===== src/rtl/fpc_pkg.sv =====
package fpc_pkg;

  typedef enum logic [2:0] {
    B_IDLE, B_SETUP, B_LOW, B_HOLD, B_GAP, B_READ
  } bus_st_t;

  typedef enum logic [2:0] {
    T_IDLE, T_CMD, T_CMDW, T_POLL, T_POLLW, T_VER, T_VERW, T_DONE
  } top_st_t;

  parameter logic [15:0] UNLK_ADDR_A = 16'h5555;
  parameter logic [15:0] UNLK_ADDR_B = 16'h2AAA;
  parameter logic [7:0]  KEY_A       = 8'hAA;
  parameter logic [7:0]  KEY_B       = 8'h55;
  parameter logic [7:0]  OPC_PROG    = 8'hA0;
  parameter logic [7:0]  OPC_ERASE   = 8'h80;
  parameter logic [7:0]  OPC_ERS_GO  = 8'h10;

endpackage


===== src/rtl/fpc_cmd.sv =====
module fpc_cmd #(
  parameter int ADDR_W = 18,
  parameter int DATA_W = 8
) (
  input  logic              erase,
  input  logic [2:0]        step,
  input  logic [ADDR_W-1:0] tgt_addr,
  input  logic [DATA_W-1:0] tgt_data,
  output logic [ADDR_W-1:0] cyc_addr,
  output logic [DATA_W-1:0] cyc_data,
  output logic              last
);
  import fpc_pkg::*;

  localparam logic [ADDR_W-1:0] AA = ADDR_W'(UNLK_ADDR_A);
  localparam logic [ADDR_W-1:0] AB = ADDR_W'(UNLK_ADDR_B);

  always_comb begin
    cyc_addr = AA;
    cyc_data = DATA_W'(KEY_A);
    unique case (step)
      3'd0: begin cyc_addr = AA; cyc_data = DATA_W'(KEY_A); end
      3'd1: begin cyc_addr = AB; cyc_data = DATA_W'(KEY_B); end
      3'd2: begin
        cyc_addr = AA;
        cyc_data = erase ? DATA_W'(OPC_ERASE) : DATA_W'(OPC_PROG);
      end
      3'd3: begin
        cyc_addr = erase ? AA : tgt_addr;
        cyc_data = erase ? DATA_W'(KEY_A) : tgt_data;
      end
      3'd4: begin cyc_addr = AB; cyc_data = DATA_W'(KEY_B); end
      3'd5: begin cyc_addr = AA; cyc_data = DATA_W'(OPC_ERS_GO); end
      default: begin cyc_addr = AA; cyc_data = DATA_W'(KEY_A); end
    endcase
    last = erase ? (step == 3'd5) : (step == 3'd3);
  end

endmodule


===== src/rtl/fpc_bus.sv =====
module fpc_bus #(
  parameter int ADDR_W  = 18,
  parameter int DATA_W  = 8,
  parameter int WE_W    = 4,
  parameter int RD_CLKS = 2
) (
  input  logic              clk,
  input  logic              rst_n,
  input  logic              start,
  input  logic              rd,
  input  logic [ADDR_W-1:0] addr_i,
  input  logic [DATA_W-1:0] data_i,
  input  logic [WE_W-1:0]   we_clks,
  output logic              done,
  output logic [DATA_W-1:0] rdata,
  output logic              ce_n,
  output logic              oe_n,
  output logic              we_n,
  output logic [ADDR_W-1:0] addr_o,
  output logic [DATA_W-1:0] dq_out,
  output logic              dq_oe,
  input  logic [DATA_W-1:0] dq_in
);
  import fpc_pkg::*;

  localparam int RD_W  = $clog2(RD_CLKS + 1);
  localparam int CNT_W = (WE_W > RD_W) ? WE_W : RD_W;

  bus_st_t           st_q, st_n;
  logic [CNT_W-1:0]  cnt_q, cnt_n;
  logic [ADDR_W-1:0] addr_q;
  logic [DATA_W-1:0] data_q, rdata_q;
  logic              done_q, done_n;
  logic              ld, cap;
  logic [WE_W-1:0]   we_eff;

  assign we_eff = (we_clks == '0) ? WE_W'(1) : we_clks;

  always_comb begin
    st_n   = st_q;
    cnt_n  = cnt_q;
    ld     = 1'b0;
    cap    = 1'b0;
    done_n = 1'b0;
    unique case (st_q)
      B_IDLE: if (start) begin
        ld   = 1'b1;
        st_n = rd ? B_GAP : B_SETUP;
      end
      B_SETUP: begin
        st_n  = B_LOW;
        cnt_n = CNT_W'(we_eff - WE_W'(1));
      end
      B_LOW: begin
        if (cnt_q == '0) st_n = B_HOLD;
        else             cnt_n = cnt_q - CNT_W'(1);
      end
      B_HOLD: begin
        st_n   = B_IDLE;
        done_n = 1'b1;
      end
      B_GAP: begin
        st_n  = B_READ;
        cnt_n = CNT_W'(RD_CLKS - 1);
      end
      B_READ: begin
        if (cnt_q == '0) begin
          st_n   = B_IDLE;
          cap    = 1'b1;
          done_n = 1'b1;
        end else begin
          cnt_n = cnt_q - CNT_W'(1);
        end
      end
      default: st_n = B_IDLE;
    endcase
  end

  always_ff @(posedge clk or negedge rst_n) begin
    if (!rst_n) begin
      st_q   <= B_IDLE;
      cnt_q  <= '0;
      done_q <= 1'b0;
    end else begin
      st_q   <= st_n;
      cnt_q  <= cnt_n;
      done_q <= done_n;
    end
  end

  always_ff @(posedge clk or negedge rst_n) begin
    if (!rst_n) begin
      addr_q  <= '0;
      data_q  <= '0;
      rdata_q <= '0;
    end else begin
      if (ld) begin
        addr_q <= addr_i;
        data_q <= data_i;
      end
      if (cap) rdata_q <= dq_in;
    end
  end

  assign ce_n   = !(st_q == B_SETUP || st_q == B_LOW || st_q == B_HOLD || st_q == B_READ);
  assign oe_n   = !(st_q == B_READ);
  assign we_n   = !(st_q == B_LOW);
  assign dq_oe  = (st_q == B_SETUP || st_q == B_LOW || st_q == B_HOLD);
  assign addr_o = addr_q;
  assign dq_out = data_q;
  assign done   = done_q;
  assign rdata  = rdata_q;

endmodule


===== src/rtl/fpc_top.sv =====
module fpc_top #(
  parameter int ADDR_W  = 18,
  parameter int DATA_W  = 8,
  parameter int WE_W    = 4,
  parameter int POLL_W  = 16,
  parameter int RD_CLKS = 2
) (
  input  logic              clk,
  input  logic              rst_n,
  input  logic              req_valid,
  output logic              req_ready,
  input  logic              req_erase,
  input  logic              req_toggle,
  input  logic [ADDR_W-1:0] req_addr,
  input  logic [DATA_W-1:0] req_data,
  input  logic [WE_W-1:0]   cfg_we_clks,
  input  logic [POLL_W-1:0] cfg_poll_limit,
  output logic              flash_ce_n,
  output logic              flash_oe_n,
  output logic              flash_we_n,
  output logic [ADDR_W-1:0] flash_addr,
  output logic [DATA_W-1:0] flash_dq_out,
  output logic              flash_dq_oe,
  input  logic [DATA_W-1:0] flash_dq_in,
  output logic              done_valid,
  output logic              done_timeout,
  output logic              done_mismatch
);
  import fpc_pkg::*;

  localparam int POLL_BIT = DATA_W - 1;
  localparam int TOG_BIT  = 6;

  logic [1:0] rs_q;
  logic       srst_n;

  always_ff @(posedge clk or negedge rst_n) begin
    if (!rst_n) rs_q <= 2'b00;
    else        rs_q <= {rs_q[0], 1'b1};
  end
  assign srst_n = rs_q[1];

  top_st_t           st_q, st_n;
  logic              erase_q, tog_q;
  logic [ADDR_W-1:0] addr_q;
  logic [DATA_W-1:0] data_q, exp_b;
  logic [2:0]        step_q, step_n;
  logic [POLL_W-1:0] polls_q, polls_n;
  logic              prev_q, prev_n, havep_q, havep_n;
  logic              tmo_q, tmo_n, mis_q, mis_n;
  logic              ld_req;
  logic [POLL_W:0]   polls_inc;
  logic              complete;

  logic              b_start, b_rd, b_done;
  logic [ADDR_W-1:0] b_addr, c_addr;
  logic [DATA_W-1:0] b_data, c_data, b_rdata;
  logic              c_last;

  assign exp_b     = erase_q ? '1 : data_q;
  assign polls_inc = {1'b0, polls_q} + (POLL_W+1)'(1);
  assign complete  = tog_q ? (havep_q && (b_rdata[TOG_BIT] == prev_q))
                           : (b_rdata[POLL_BIT] == exp_b[POLL_BIT]);

  fpc_cmd #(.ADDR_W(ADDR_W), .DATA_W(DATA_W)) i_cmd (
    .erase(erase_q), .step(step_q), .tgt_addr(addr_q), .tgt_data(data_q),
    .cyc_addr(c_addr), .cyc_data(c_data), .last(c_last)
  );

  always_comb begin
    st_n    = st_q;
    step_n  = step_q;
    polls_n = polls_q;
    prev_n  = prev_q;
    havep_n = havep_q;
    tmo_n   = tmo_q;
    mis_n   = mis_q;
    ld_req  = 1'b0;
    b_start = 1'b0;
    b_rd    = 1'b0;
    b_addr  = addr_q;
    b_data  = c_data;
    unique case (st_q)
      T_IDLE: if (req_valid) begin
        ld_req = 1'b1;
        step_n = 3'd0;
        tmo_n  = 1'b0;
        mis_n  = 1'b0;
        st_n   = T_CMD;
      end
      T_CMD: begin
        b_start = 1'b1;
        b_addr  = c_addr;
        st_n    = T_CMDW;
      end
      T_CMDW: if (b_done) begin
        if (c_last) begin
          polls_n = '0;
          havep_n = 1'b0;
          st_n    = T_POLL;
        end else begin
          step_n = step_q + 3'd1;
          st_n   = T_CMD;
        end
      end
      T_POLL: begin
        b_start = 1'b1;
        b_rd    = 1'b1;
        st_n    = T_POLLW;
      end
      T_POLLW: if (b_done) begin
        prev_n  = b_rdata[TOG_BIT];
        havep_n = 1'b1;
        if (complete) begin
          st_n = T_VER;
        end else if (polls_inc >= {1'b0, cfg_poll_limit}) begin
          tmo_n = 1'b1;
          st_n  = T_DONE;
        end else begin
          polls_n = polls_inc[POLL_W-1:0];
          st_n    = T_POLL;
        end
      end
      T_VER: begin
        b_start = 1'b1;
        b_rd    = 1'b1;
        st_n    = T_VERW;
      end
      T_VERW: if (b_done) begin
        mis_n = (b_rdata != exp_b);
        st_n  = T_DONE;
      end
      T_DONE: st_n = T_IDLE;
      default: st_n = T_IDLE;
    endcase
  end

  always_ff @(posedge clk or negedge srst_n) begin
    if (!srst_n) begin
      st_q    <= T_IDLE;
      step_q  <= '0;
      polls_q <= '0;
      prev_q  <= 1'b0;
      havep_q <= 1'b0;
      tmo_q   <= 1'b0;
      mis_q   <= 1'b0;
    end else begin
      st_q    <= st_n;
      step_q  <= step_n;
      polls_q <= polls_n;
      prev_q  <= prev_n;
      havep_q <= havep_n;
      tmo_q   <= tmo_n;
      mis_q   <= mis_n;
    end
  end

  always_ff @(posedge clk or negedge srst_n) begin
    if (!srst_n) begin
      erase_q <= 1'b0;
      tog_q   <= 1'b0;
      addr_q  <= '0;
      data_q  <= '0;
    end else if (ld_req) begin
      erase_q <= req_erase;
      tog_q   <= req_toggle;
      addr_q  <= req_addr;
      data_q  <= req_data;
    end
  end

  fpc_bus #(.ADDR_W(ADDR_W), .DATA_W(DATA_W), .WE_W(WE_W), .RD_CLKS(RD_CLKS)) i_bus (
    .clk(clk), .rst_n(srst_n), .start(b_start), .rd(b_rd),
    .addr_i(b_addr), .data_i(b_data), .we_clks(cfg_we_clks),
    .done(b_done), .rdata(b_rdata),
    .ce_n(flash_ce_n), .oe_n(flash_oe_n), .we_n(flash_we_n),
    .addr_o(flash_addr), .dq_out(flash_dq_out), .dq_oe(flash_dq_oe),
    .dq_in(flash_dq_in)
  );

  assign req_ready     = (st_q == T_IDLE);
  assign done_valid    = (st_q == T_DONE);
  assign done_timeout  = done_valid && tmo_q;
  assign done_mismatch = done_valid && mis_q;

endmodule


===== config.mk =====
export PLATFORM = sky130hd
export DESIGN_NAME = fpc_top
export DESIGN_NICKNAME = d
export VERILOG_FILES = /design/src/rtl/fpc_pkg.sv /design/src/rtl/fpc_cmd.sv /design/src/rtl/fpc_bus.sv /design/src/rtl/fpc_top.sv
export SDC_FILE = /design/constraint.sdc
export NUM_CORES = 1
export LEC_CHECK = 0
export BUFFER_PORTS_ARGS = -buffer_cell sky130_fd_sc_hd__buf_2
export CAP_MARGIN = 40
export CORE_MARGIN = 2
export CORE_UTILIZATION = 30
export DETAILED_ROUTE_END_ITERATION = 8
export GPL_ROUTABILITY_DRIVEN = 0
export GPL_TIMING_DRIVEN = 0
export SYNTH_ARGS = -nofsm -noshare
export SYNTH_HDL_FRONTEND = slang
export SYNTH_SLANG_ARGS = --single-unit

===== constraint.sdc =====
create_clock -name clk -period 5.75 [get_ports clk]
set_input_delay 0.575 -clock clk [delete_from_list [all_inputs] [get_ports clk]]
set_output_delay 0.575 -clock clk [all_outputs]
set_load 0.005 [all_outputs]

# --- Yosys cells after proc, flatten, opt, wreduce, memory -nomap -nowiden ---
# Index checks and enable logic that the tools add are counted.
totals:
  ff_bits: 98
  inputBits: 59
  output_inout_bits: 34
  elab_cells: 142
classes:
  add_sub_neg: 4
  n_lt_le_gt_ge: 1
  eq_ne: 33
  mux: 55
  n_reduce_logical: 31
op_table:
  columns: ["op", "count"]
  rows:
  - ["$mux 16", 5]
  - ["$mux 3", 13]
  - ["$mux 18", 2]
  - ["$pmux 18 s2", 1]
  - ["$pmux 16 s2", 1]
  - ["$pmux 8 s4", 1]
  - ["$eq 3x3->1 const B", 8]
  - ["$pmux 3 s8", 1]
  - ["$eq 3x2->1 const B", 6]
  - ["$mux 1", 18]
  - ["$add 16x1->17 const B", 1]
  - ["$ge 17x16->1", 1]
  - ["$mux 8", 2]
  - ["$ne 2x2->1 const B", 8]
  - ["$pmux 3 s5", 1]
  - ["$pmux 4 s3", 1]
  - ["$reduce_and 4->1", 3]
  - ["$ne 2x1->1 const B", 5]
  - ["$eq 3x1->1 const B", 3]
  - ["$logic_not 4->1", 2]
  - ["$mux 4", 2]
  - ["$ne 8x8->1", 1]
  - ["$pmux 1 s2", 4]
  - ["$reduce_bool 2->1", 4]
  - ["17 further kinds", 30]

# --- Depth between registers and ports, before layout ---
# Gate-level depths: netlist of run 1.
depth:
  ltp_word: 6
  mapped_depth: 13
  depth_no_buf: 13

# --- Modules after synthesis ---
# From an unflattened synthesis of run 1, not the netlist that was laid out.
hier_totals:
  cells_unflattened: 555
  area_unflattened_um2: 5993.2
by_module_without_submodules:
  columns: ["mod", "instances", "cells_per_inst", "area_per_inst_um2", "seq_area_each_um2"]
  rows:
  - ["fpc_top", 1, 350, 3652.3, 1401.3]
  - ["fpc_bus", 1, 155, 1944.4, 1051.0]
  - ["fpc_cmd", 1, 50, 396.6, 0.0]

# --- Worst setup path after synthesis of run 1 ---
# No wires, ideal clock.
synth_timing:
  kind: "register to register"
  from: "register polls_q[0]"
  to: "register polls_q[4]"
  arrival_time_ns: 2.897
  t_required_ns: 5.624
  path_slack_ns: 2.727
  stages_incl_launch_ff: 13
  n_path_buf: 0
  path_cell_list: "dfrtp_1 ha_1 and3_2 nand3_1 nor3_1 nand3_1 xnor2_1 ha_1 a21o_1 a21oi_1 and3_1 a31oi_2 a221o_1"
synth_via:
  elab_chain_len: 5
  elab_cells_between_ends: 8
synth_lines:
  columns: ["item", "line", "text"]
  rows:
  - ["start, declared", "fpc_top.sv:48", "logic [POLL_W-1:0] polls_q, polls_n;"]
  - ["start signal, assigned", "fpc_top.sv:150", "polls_q <= polls_n;"]
  - ["$add 16x1->17 (*)", "fpc_top.sv:61", "assign polls_inc = {1'b0, polls_q} + (POLL_W+1)'(1);"]
  - ["parallel branches: the longest is 4 deep, another holds $ge 17x16->1", null, null]
# Every way passes the cells marked *. The select of a mux whose other input is x is not followed.
# A chain may end at the register's enable or synchronous reset.

# --- Worst setup path in the final report of run 1 ---
layout_timing:
  from: "register polls_q[0]"
  to: "register polls_q[15]"
# The elaborated chain is that of the path after synthesis.

==> impl_metrics.json, run 1 <==
{
  "status": "finished, final reports clean",
  "cap_violations": 0,
  "period_share_pct": 65.7,
  "critPathLaunch": "polls_q[0]",
  "worstPathMaxFanout": 8,
  "cts_resized": 0,
  "area_delta_synth_final_pct": 20.5,
  "dr.pass1.iters": 5,
  "ys_types": 63,
  "syn_avg_cell_area_sq_um": 9.77,
  "cts_sinks": 98,
  "rows": 49,
  "worstSetupPathType": "reg2reg",
  "nets": 743,
  "yosys.area.top_type": "dfrtp_1",
  "fin_tns_setup_ps": 0,
  "synth-async-reset-ratio_pct": 100,
  "via_count": 4425,
  "synth.area.top_cells": "dfrtp_1 (45%), mux2_2 (8.3%), ha_1 (5.3%)",
  "cts_tree": "built",
  "syn_inst": 555,
  "min_path_type": "reg2async",
  "yosys.area.top_type_share_pct": 45.2,
  "via_per_inst": 4.94,
  "placed_area_sq_um": 6210,
  "initial_utilization_pct": 30.4,
  "antenna_cells": 0,
  "grt_usage_pct": 14.2,
  "antenna_found_initial": 0,
  "ys_seq_area_share_pct": 45.2,
  "dpl.hpwl_um": 9860,
  "pin_count": 93,
  "worstSetupEndpointType": "flop",
  "reg2reg_depth": 12,
  "max_slew_margin_pct": 52.3,
  "die_w_um": 138,
  "wire_per_inst_um": 14.8,
  "power.leakage_nw": 2.95,
  "cts_buffer_depth": 2,
  "wirelength_um": 13300,
  "clk_pin_slew_worst_paths_ps": 70,
  "power_density_nw_per_um2": 470,
  "clock.fmax_mhz": 265,
  "drv_slew": 0,
  "grt_pass1_vias": 4269,
  "period_needed_ps": 3780,
  "syn-cell-area_sq_um": 5420,
  "synth.net_count": 637,
  "yosys_warnings": 0,
  "yosys_most_used_dff": "dfrtp_1",
  "clock-root-buffer": "clkbuf_16",
  "fin_area_sq_um": 6530,
  "drc_errors": 0,
  "synth_seq_cells": 98,
  "crit_end": "polls_q[15]",
  "worst_pin_slew_ps": 713,
  "timing.rr.end": "polls_q[15]",
  "setup_violations": 0,
  "die_area_sq_um": 19200,
  "hold_viol_final": 0,
  "first_iter_violations": 232,
  "fin_util_pct": 36.6,
  "arrival_ps": 3980,
  "grt_max_degree": 62,
  "port_buffers": 92,
  "insertion_delay_ps": 350,
  "ir_drop_uv": 174,
  "ant_nets": 0,
  "ff2ff_setup_slack_ps": 1970,
  "synth_edf_count": 0,
  "cts_buffers": 9,
  "finalClockSkew_ps": 9.07,
  "grt_overflow": 0,
  "cts_max_level": 3,
  "grt_pass1_wl_um": 22100,
  "die_height_um": 138,
  "core_area_sq_um": 17800,
  "cp.required_ps": 5960,
  "r2r-start": "polls_q[0]",
  "startpoint_type": "flop",
  "drive_gt1_share_pct": 25.2,
  "rsz0062_at_grt": "no"
}
[critical path: stages (launching register included)]
cell and delay, ps:
dfrtp_1 420, ha_1 280, and3_2 210, nand3_1 130
nor3_1 480, xnor2_1 230, ha_1 310, a41oi_1 200
o21ai_0 140, o21bai_1 240, nand3_1 190, o21ai_1 600
o221ai_1 200
[placed cells by master, fill, tap and decap left out, drive strengths merged, types with 11 or more instances in the layout]
cell type | synthesis | routed
a22o | 14 | 14
mux2 | 40 | 40
xnor2 | 11 | 11
dfrtp | 98 | 98
nor2 | 31 | 31
ha | 23 | 23
o21ai | 39 | 39
a21oi | 37 | 37
buf | 7 | 100
clkbuf | 18 | 27
inv | 32 | 35
nand2 | 48 | 48
nor3 | 14 | 14
nand3 | 30 | 30
[metal layers]
layer / global-route usage, % / share of wire (%)
met1: 19.7 / 47
met2: 22.6 / 48
met4: 5.16 / 1.5
met3: 2.29 / 3.1
met5: 0 / 0
[flip-flops by register name, summed over array words and instances, names as in the netlist]
register,count
addr_q,18
i_bus.addr_o,18
polls_q,16
data_q,8
i_bus.dq_out,8
i_bus.rdata,8
i_bus.cnt_q,4
i_bus.st_q,3
st_q,3
step_q,3
rs_q,2
erase_q,1
havep_q,1
i_bus.done,1
mis_q,1
prev_q,1
tmo_q,1
tog_q,1
[cell usage after synthesis, drive strengths merged (3+ instances only)]
cell and instances:
clkbuf 18, a21oi 37, nand2b 7, nor3 14
buf 7, or3 5, nor2b 4, o221ai 8
nor4 5, ha 23, dfrtp 98, o21ai 39
nand2 48, a31oi 6, xor2 10, inv 32
and3 7, xnor2 11, o22ai 4, a21o 9
nand3 30, or4 3, nor3b 4, o211ai 8
and2 5, mux2 40, nor2 31, a22o 14
[per-stage QoR]
stage	power, mW	setup WS, ps	instances	hold WS (ps)
6_report	3.07	1970	895	303
5_1_grt	3.33	1690	895	358
4_1_cts	3.11	2030	895	338
3_5_place_dp	2.46	2050	878	330
3_3_place_gp	2.43	1490	876	335
2_1_floorplan	2.06	2730	555	279
[final cells by class]
class / instances / area [sq um]
Buffer: 25 / 116
Timing Repair Buffer: 95 / 509
Fill cell: 1787 / 11300
Inverter: 32 / 120
Clock buffer: 9 / 225
Multi-Input combinational cell: 400 / 2740
Sequential cell: 98 / 2460
Tap cell: 229 / 287
Clock inverter: 7 / 85.1
[where the power goes]
group | total (mW) | internal (mW) | switching (mW) | leakage [nW]
Clock | 0.638 | 0.347 | 0.291 | 0.151
Sequential | 1.19 | 0.964 | 0.225 | 1.18
Combinational | 1.24 | 0.585 | 0.657 | 1.62
[logic make-up after synthesis]
logic type      share of synthesized area [%]
other cells                            0.0691
fa+ha+maj                                5.31
compound gates                           16.7
buf+inv                                  4.36
flops                                    45.2
mux                                      8.67
xor+xnor                                 3.39
simple gates                             16.3
[repair_timing]
item | CTS | global route
hold buffers | 1 | 0
hold endpoints to repair | 2 | 0
setup buffers | 0 | 0
[how the worst min path moves through the flow]
stage | start | end | slack [ps] | cells past startpoint
after floorplan | rst_n | rs_q[0] | 280 | 0
after global placement | rs_q[0] | rs_q[1] | 330 | 0
after detailed placement | rs_q[1] | polls_q[1] | 330 | 0
after CTS | rs_q[1] | polls_q[1] | 340 | 0
after global routing | rs_q[1] | polls_q[1] | 360 | 0
final | rs_q[1] | polls_q[1] | 300 | 0
(Power assumes the default switching activity.)
==> run 2: changes to the inputs <==
==> constraint.sdc (replaced) <==
create_clock -name clk -period 3.2 [get_ports clk]
set_input_delay 0.32 -clock clk [delete_from_list [all_inputs] [get_ports clk]]
set_output_delay 0.32 -clock clk [all_outputs]
set_load 0.005 [all_outputs]
==> impl_metrics.json, run 2 (synthesized netlist as in run 1, its figures left out) <==
{
  "ff2ff_setup_slack_ps": 100,
  "grt_pass1_wl_um": 22200,
  "layout_commonest_cell": "buf_2",
  "drive_gt1_share_pct": 31.8,
  "first_iter_violations": 249,
  "rows": 49,
  "cp.depth": 13,
  "fin_util_pct": 38.2,
  "cp_top_family": "simple AND/OR/NAND/NOR gates",
  "grt_usage_pct": 14.3,
  "cts_buffers": 9,
  "antenna_cells": 0,
  "min_path_cells": 2,
  "gr-usage-met1_pct": 19.8,
  "grt_max_degree": 62,
  "insertion_delay_ps": 360,
  "status": "finished, final reports clean",
  "ant_nets": 0,
  "die_height_um": 138,
  "drv_slew": 0,
  "met3_usage_pct": 2.25,
  "die_area_sq_um": 19200,
  "cts_sinks": 98,
  "timing.rr.end": "polls_q[4]",
  "dpl.hpwl_um": 9860,
  "ff_latch_area_sq_um": 2470,
  "worstSetupPathType": "reg2reg",
  "cts_max_level": 3,
  "reg2reg_depth": 13,
  "port_buffers": 92,
  "cp_cell_sequence": "ha_4, and3_2, and3_4, nand3_4, nor3_4, xor2_2, ha_1, a41oi_2, o21ai_2, o21bai_2, and3_4, a31oi_4, a221o_1",
  "gr-max-usage-layer": "met2",
  "finalPower_mw": 5.61,
  "drc_errors": 0,
  "ir_drop_uv": 316,
  "placed_area_sq_um": 6210,
  "final_cell_mix": "buf_2 (92), dfrtp_1 (89), nand2_1 (45)",
  "n_fill_cell": 1758,
  "via_per_inst": 4.93,
  "cap_violations": 0,
  "pin_count": 93,
  "dr.pass1.iters": 7,
  "initial_utilization_pct": 30.4,
  "crit_end": "polls_q[4]",
  "via_count": 4482,
  "setup_violations": 0,
  "fin_area_sq_um": 6810,
  "die_w_um": 138,
  "hold_path_startpoint": "req_valid",
  "max_slew_margin_pct": 51.4,
  "grt_use_met2_pct": 22.8,
  "wire_per_inst_um": 14.9,
  "worstPathMaxFanout": 7,
  "grt_pass1_vias": 4299,
  "cts_buffer_depth": 2,
  "hold_viol_final": 0,
  "power_density_nw_per_um2": 824,
  "nets": 757,
  "r2r-start": "polls_q[1]",
  "finalClockSkew_ps": 12.3,
  "core_area_sq_um": 17800,
  "area_delta_synth_final_pct": 25.6,
  "period_needed_ps": 3100,
  "arrival_ps": 3350,
  "max_stage_delay_ps": 420,
  "whs_ps": 164,
  "cts_tree": "built",
  "crit_top_cell": "and3_4",
  "clock-root-buffer": "clkbuf_16",
  "clk_pin_slew_worst_paths_ps": 70,
  "antenna_found_initial": 0,
  "min_path_type": "in2reg",
  "cp.required_ps": 3450,
  "clock.fmax_mhz": 322,
  "period_share_pct": 96.9,
  "grt_overflow": 0,
  "path_buf_inv": 0,
  "slowest_stage": "dfrtp_2",
  "startpoint_type": "flop",
  "worst_pin_slew_ps": 727,
  "wirelength_um": 13600,
  "worstSetupEndpointType": "flop",
  "power.leakage_nw": 3.03,
  "multiInputGateArea_sq_um": 2900,
  "critPathLaunch": "polls_q[1]"
}
==> run 2: cell types whose count changed in the layout (fill, tap and decap cells not counted), moves of 3 or more <==
cell,delta
nand3_2,+5
dfrtp_1,-8
buf_4,+14
dfrtp_2,+8
nor3_1,-3
nand3_1,-6
==> run 2: final cells by class <==
cell class	instances	share of cell area, %
clock inverter	7	1.25
sequential	98	36.2
clock buffer	9	3.31
tap	229	4.21
multi-input combinational	400	42.5
timing repair buffer	109	9.02
buffer	25	1.71
inverter	32	1.76
==> run 2: repair_timing <==
item / CTS / global route
setup endpoints to repair: 18 / 18
hold endpoints to repair: 2 / 0
gates resized for setup: 20 / 24
setup buffers: 5 / 9
pin swaps: 5 / 12
hold buffers: 1 / 0
==> run 2: where the power goes <==
group          internal, mW  switching [mW]
sequential             1.74           0.409
clock                 0.623           0.530
combinational          1.10            1.22
==> run 2: metrics by stage <==
step,worst slack (ps),instances,TNS (ps)
floorplan,177,555,0
global placement,-1060,876,-106840
detailed placement,-504,878,-7060
CTS,25.4,900,0
global route,-33.3,909,-52.3
finish,98.6,909,0
==> run 2: layer usage <==
| layer | vias up | wire (um) |
|---|---|---|
| met1 | 2183 | 6360 |
| met4 | 0 | 161 |
| met3 | 11 | 424 |
| li1 | 2233 | - |
| met5 | - | 0 |
| met2 | 55 | 6620 |
==> run 2: worst min path at each step <==
stage,to
2_1_floorplan,rs_q[0]
3_3_place_gp,rs_q[0]
3_5_place_dp,rs_q[0]
4_1_cts,tmo_q
5_1_grt,tmo_q
6_report,tmo_q
